--- config.mk ---
export PLATFORM = sky130hd
export DESIGN_NAME = pla_sop_array
export DESIGN_NICKNAME = d
export VERILOG_FILES = /design/src/rtl/pla_sop_array.sv
export SDC_FILE = /design/constraint.sdc
export NUM_CORES = 1
export LEC_CHECK = 0
export BUFFER_PORTS_ARGS = -buffer_cell sky130_fd_sc_hd__buf_2
export CAP_MARGIN = 25
export CORE_UTILIZATION = 40
export CTS_BUF_LIST = sky130_fd_sc_hd__clkbuf_2
export DETAILED_ROUTE_END_ITERATION = 12
export SYNTH_ARGS = -nofsm -noshare
export SYNTH_HDL_FRONTEND = slang
export SYNTH_SLANG_ARGS = --single-unit
--- constraint.sdc ---
create_clock -name clk -period 2 [get_ports clk]
set_clock_uncertainty 0.05 [all_clocks]
set_input_delay 0.3 -clock clk [delete_from_list [all_inputs] [get_ports clk]]
set_output_delay 0.3 -clock clk [all_outputs]
set_load 0.005 [all_outputs]
--- src/rtl/pla_sop_array.sv ---
module pla_sop_array #(
  parameter int N_IN   = 3,
  parameter int N_TERM = 4,
  parameter int N_OUT  = 2,
  localparam int TW    = 2 * N_IN,
  localparam int DW    = (TW > N_TERM) ? ((TW > N_OUT) ? TW : N_OUT)
                                       : ((N_TERM > N_OUT) ? N_TERM : N_OUT),
  localparam int N_REG = N_TERM + N_OUT + 1,
  localparam int AW    = (N_REG > 1) ? $clog2(N_REG) : 1
) (
  input  logic          clk,
  input  logic          rst_n,
  input  logic          cfg_we,
  input  logic [AW-1:0] cfg_addr,
  input  logic [DW-1:0] cfg_wdata,
  output logic [DW-1:0] cfg_rdata,
  input  logic [N_IN-1:0]  x_in,
  output logic [N_OUT-1:0] f_out
);
  localparam int MASK_BASE = N_TERM;
  localparam int POL_ADDR  = N_TERM + N_OUT;

  logic [N_TERM-1:0][TW-1:0]     and_cfg;
  logic [N_OUT-1:0][N_TERM-1:0]  or_cfg;
  logic [N_OUT-1:0]              pol_cfg;
  logic [N_TERM-1:0][N_IN-1:0]   lit;
  logic [N_TERM-1:0]             term;
  logic [N_OUT-1:0]              sum;
  logic                          addr_ok;

  assign addr_ok = int'(cfg_addr) < N_REG;

  genvar t, i, o;
  generate
    for (t = 0; t < N_TERM; t++) begin : g_term
      always_ff @(posedge clk or negedge rst_n)
        if (!rst_n) and_cfg[t] <= '0;
        else if (cfg_we && int'(cfg_addr) == t) and_cfg[t] <= cfg_wdata[TW-1:0];

      for (i = 0; i < N_IN; i++) begin : g_lit
        assign lit[t][i] = (and_cfg[t][2*i +: 2] == 2'b01) ?  x_in[i] :
                           (and_cfg[t][2*i +: 2] == 2'b10) ? ~x_in[i] : 1'b1;
      end
      assign term[t] = &lit[t];
    end

    for (o = 0; o < N_OUT; o++) begin : g_out
      always_ff @(posedge clk or negedge rst_n)
        if (!rst_n) or_cfg[o] <= '0;
        else if (cfg_we && int'(cfg_addr) == MASK_BASE + o) or_cfg[o] <= cfg_wdata[N_TERM-1:0];

      assign sum[o]   = |(term & or_cfg[o]);
      assign f_out[o] = sum[o] ^ pol_cfg[o];
    end
  endgenerate

  always_ff @(posedge clk or negedge rst_n)
    if (!rst_n) pol_cfg <= '0;
    else if (cfg_we && int'(cfg_addr) == POL_ADDR) pol_cfg <= cfg_wdata[N_OUT-1:0];

  always_comb begin
    cfg_rdata = '0;
    for (int k = 0; k < N_TERM; k++)
      if (int'(cfg_addr) == k) cfg_rdata = DW'(and_cfg[k]);
    for (int k = 0; k < N_OUT; k++)
      if (int'(cfg_addr) == MASK_BASE + k) cfg_rdata = DW'(or_cfg[k]);
    if (int'(cfg_addr) == POL_ADDR) cfg_rdata = DW'(pol_cfg);
  end

  function automatic logic [DW-1:0] field_mask(input logic [AW-1:0] a);
    int w;
    logic [DW-1:0] m;
    w = (int'(a) < MASK_BASE) ? TW : (int'(a) < POL_ADDR) ? N_TERM : N_OUT;
    m = '0;
    for (int b = 0; b < DW; b++) if (b < w) m[b] = 1'b1;
    return m;
  endfunction

  logic [N_TERM-1:0] open_term;
  always_comb
    for (int k = 0; k < N_TERM; k++) begin
      open_term[k] = 1'b1;
      for (int j = 0; j < N_IN; j++)
        if (^and_cfg[k][2*j +: 2]) open_term[k] = 1'b0;
    end

  assert_write_lands_R2: assert property (@(posedge clk) disable iff (!rst_n)
    (cfg_we && addr_ok) |=> (cfg_addr != $past(cfg_addr)) ||
                            (cfg_rdata == ($past(cfg_wdata) & field_mask($past(cfg_addr)))));

  assert_readback_holds_R2: assert property (@(posedge clk) disable iff (!rst_n)
    !cfg_we |=> (cfg_addr != $past(cfg_addr)) || $stable(cfg_rdata));

  assert_unmapped_read_R8: assert property (@(posedge clk) disable iff (!rst_n)
    !addr_ok |-> cfg_rdata == '0);

  assert_unmapped_write_R8: assert property (@(posedge clk) disable iff (!rst_n)
    (cfg_we && !addr_ok) |=> $stable(pol_cfg) && $stable(or_cfg) && $stable(and_cfg));

  generate
    for (o = 0; o < N_OUT; o++) begin : g_chk
      assert_empty_sum_R5: assert property (@(posedge clk) disable iff (!rst_n)
        (or_cfg[o] == '0) |-> f_out[o] == pol_cfg[o]);

      assert_open_term_R4: assert property (@(posedge clk) disable iff (!rst_n)
        ((or_cfg[o] & open_term) != '0) |-> f_out[o] == ~pol_cfg[o]);
    end
  endgenerate
endmodule

==> flow_summary_export.csv <==
group,metric,value,unit
yosys,synthesis.area,2020,µm²
power,sw_frac_of_total,0.343,
run,drv_cap,0,
global_routing,grt_util_met2,0.310,
power,p_int,1.36,mW
die,rows,25,
power,peakVddDrop,0.438,mV
yosys,synth.distinct_cells,33,
die,die_height,73.1,µm
cells_and_area,fin_nets,232,
global_routing,met3_usage,0.0594,
power,clkPwrFrac,0.154,
clocking,clk_pin_slew,0.18,ns
yosys,avgSynthCellArea,11.2,µm²
power,p_switching,0.707,mW
global_routing,grt_pass1_vias,1536,
clocking,cts_buffers,5,
cells_and_area,drive_gt1_frac,0.491,
cells_and_area,final_cells,285,
global_routing,overflow,0,
power,total_leakage_power,1.02,nW
clocking,insertion_delay,0.37,ns
sta,tns,-0.642,ns
routing,drt-pass1-iter-count,4,
power,p_total,2.06,mW
die,start_util,0.422,
sta,slew_headroom,0.497,
critical_path,critPathMaxFanout,2,
critical_path,cp.arrival,1.98,ns
yosys,synth_ff_type,"dfrtp_1",
yosys,syn_inst,180,
critical_path,required,1.65,ns
place,placedCellCount,272,
critical_path,worstPathCellList,"or3b_4 > buf_4 > nand3_1 > nor3_1 > a2111oi_4 > xnor2_1 > buf_2",
critical_path,path_buf_inv,2,
cells_and_area,multiInputGateArea,1210,µm²
die,fp.dieW,73.1,µm
clocking,clockRootBuffer,"clkbuf_2",
clocking,htreeDepth,2,
power,p_per_area,851,nW/µm²
run_status,failed_checks,"negative setup slack",
cells_and_area,final_util,0.507,
sta,worst_pin_slew,0.754,ns
critical_path,start_kind,"flop",
sta,rsz0062_at_grt,"true",
sta,fmax,0.429,GHz
clocking,cts_tree,"built",
power,p_seq_frac,0.482,
routing,drc,0,
global_routing,grt_util_met1,0.286,
critical_path,critPathMaxStageDelay,0.42,ns
yosys,synth_edf_count,0,
sta,report.final.slew_viol_count,0,
yosys,yosys-top-cells-area,"dfrtp_1, mux2_2, nand3b_1, nand2b_1, mux2i_1",
sta,setup_viol,3,
cells_and_area,area_growth,20.0,%
worst_hold_path,hp-class,"in -> reg",
die,dieArea,5340,µm²
die,ioPinCount,23,
yosys,synth_top_area_frac,0.421,
cells_and_area,diodes,0,
global_routing,grt_pass1_wl,8020,µm
sta,fin_crit,2.33,ns
yosys,synthesis.nets,195,
routing,via_per_inst,5.51,
die,coreArea,4790,µm²
routing,ant_nets,0,
yosys,async_flop_share,1.00,
yosys,synth_top_area_cell,"dfrtp_1",
run_status,status,"finished, violations left",
yosys,ys_seq_elements,34,
place,port_buffers,22,
routing,wire_per_inst,17.0,µm
clocking,cts_sinks,34,
yosys,ys_seq_area_frac,0.421,
routing,num_vias,1569,
cells_and_area,fillers,420,
clocking,clockBufferDepth,2,
critical_path,critPathCaptureType,"output port",
place,pre_cts_ws,-0.0602,ns
yosys,ys_warn_count,0,
sta,fin_crit_sh,1.17,
global_routing,grt_start_max_net_pins,35,
critical_path,critical_path_class,"reg -> out",
power,comb_power_share,0.365,
critical_path,reg2reg_slack,1.04,ns
sta,hold_violations,0,
routing,drtIter0Drc,131,
place,place.gp.congestion,0.799,
critical_path,crit_slowest_cell,"dfrtp_1",
cells_and_area,seqCellArea,851,µm²
place,dp_hpwl,3500,µm
critical_path,cp_top_family,"simple AND/OR/NAND/NOR gates",
routing,finalWirelength,4830,µm
global_routing,grt_usage,0.206,
global_routing,antenna_found_initial,0,
sta,setup_ws,-0.331,ns
global_routing,top_usage_layer,"met2",
synth_stat cells (all sizes together), types with 2 or more instances:
library cell	number
dfrtp	34
mux2	34
mux2i	6
o21ai	8
o32a	2
nand4b	2
o21a	2
nor2	10
buf	7
nand3b	9
nor2b	4
nand2	4
nor3	10
o22ai	2
mux4	2
nor3b	3
nand2b	12
or3b	3
a21oi	8
nand3	9
a2111oi	2
xnor2	2
o221a	2
final timing paths:
path | cells after the start | end | start
setup reg to reg | 2 | and_cfg[15]$_DFFE_PN0P_ | and_cfg[15]$_DFFE_PN0P_
max in group asynchronous | 2 | and_cfg[2]$_DFFE_PN0P_ | rst_n
hold / removal | 2 | and_cfg[22]$_DFFE_PN0P_ | cfg_wdata[4]
hold reg to reg | 1 | or_cfg[4]$_DFFE_PN0P_ | or_cfg[4]$_DFFE_PN0P_
setup / recovery | 7 | f_out[1] | and_cfg[15]$_DFFE_PN0P_
min in group asynchronous | 2 | and_cfg[6]$_DFFE_PN0P_ | rst_n
placed cells by master (no fill, tap or decap), drive strengths merged, types with 2 or more instances in the layout:
master / netlist / final
buf: 7 / 37
mux2: 34 / 34
dfrtp: 34 / 34
nand2b: 12 / 12
nor2: 10 / 10
nor3: 10 / 10
nand3b: 9 / 9
nand3: 9 / 9
a21oi: 8 / 8
o21ai: 8 / 8
mux2i: 6 / 6
clkbuf: 1 / 6
nand2: 4 / 4
nor2b: 4 / 4
nor3b: 3 / 3
or3b: 3 / 3
mux4: 2 / 2
o221a: 2 / 2
o21a: 2 / 2
o32a: 2 / 2
xnor2: 2 / 2
nand4b: 2 / 2
o22ai: 2 / 2
a2111oi: 2 / 2
clkinv: 0 / 2
power by group through the flow:
stage          Clock, mW  Combinational, mW  Sequential (mW)
3_3_place_gp           0              0.643            0.993
5_1_grt            0.369              0.831             1.02
4_1_cts            0.328              0.713            0.987
6_report           0.317              0.753            0.994
2_1_floorplan          0              0.463            0.956
3_5_place_dp           0              0.661             1.00
stage by stage:
stage	area (µm²)	hold slack, ns
after global placement	2260	0.358
after floorplan	2020	-0.0456
after CTS	2360	0.126
after global routing	2420	0.102
final	2420	0.143
after detailed placement	2260	0.364
final cells by class:
cell class              count  share of cell area
flip-flops and latches     34               0.351
well taps                  67              0.0346
repair buffers             38              0.0991
clock buffers               6              0.0124
clock inverters             2             0.00361
multi-input cells         138               0.499
state kept, by name, summed over array words and instances, names as in the netlist:
signal	count
pol_cfg	2
or_cfg	8
and_cfg	24
timing repair:
item	in CTS	in global routing
buffers inserted	1	4
hold endpoints to repair	34	0
hold buffers	1	0
setup endpoints to repair	3	7
pin swaps	6	6
resized for setup	10	11
per-layer routing:
metal | wire, µm | vias up
li1 | - | 741
met1 | 2230 | 784
met2 | 2320 | 37
met3 | 213 | 7
met4 | 66 | 0
met5 | 0 | -
cells by family after synthesis:
family	after synthesis	share of synthesized area
xor gates and xnor gates	2	0.00867
buffers and inverters	8	0.0186
and+or+nand+nor	68	0.216
AOI/OAI and AO/OA	26	0.0941
muxes	42	0.241
DFF	34	0.421
(Power assumes the default switching activity.)
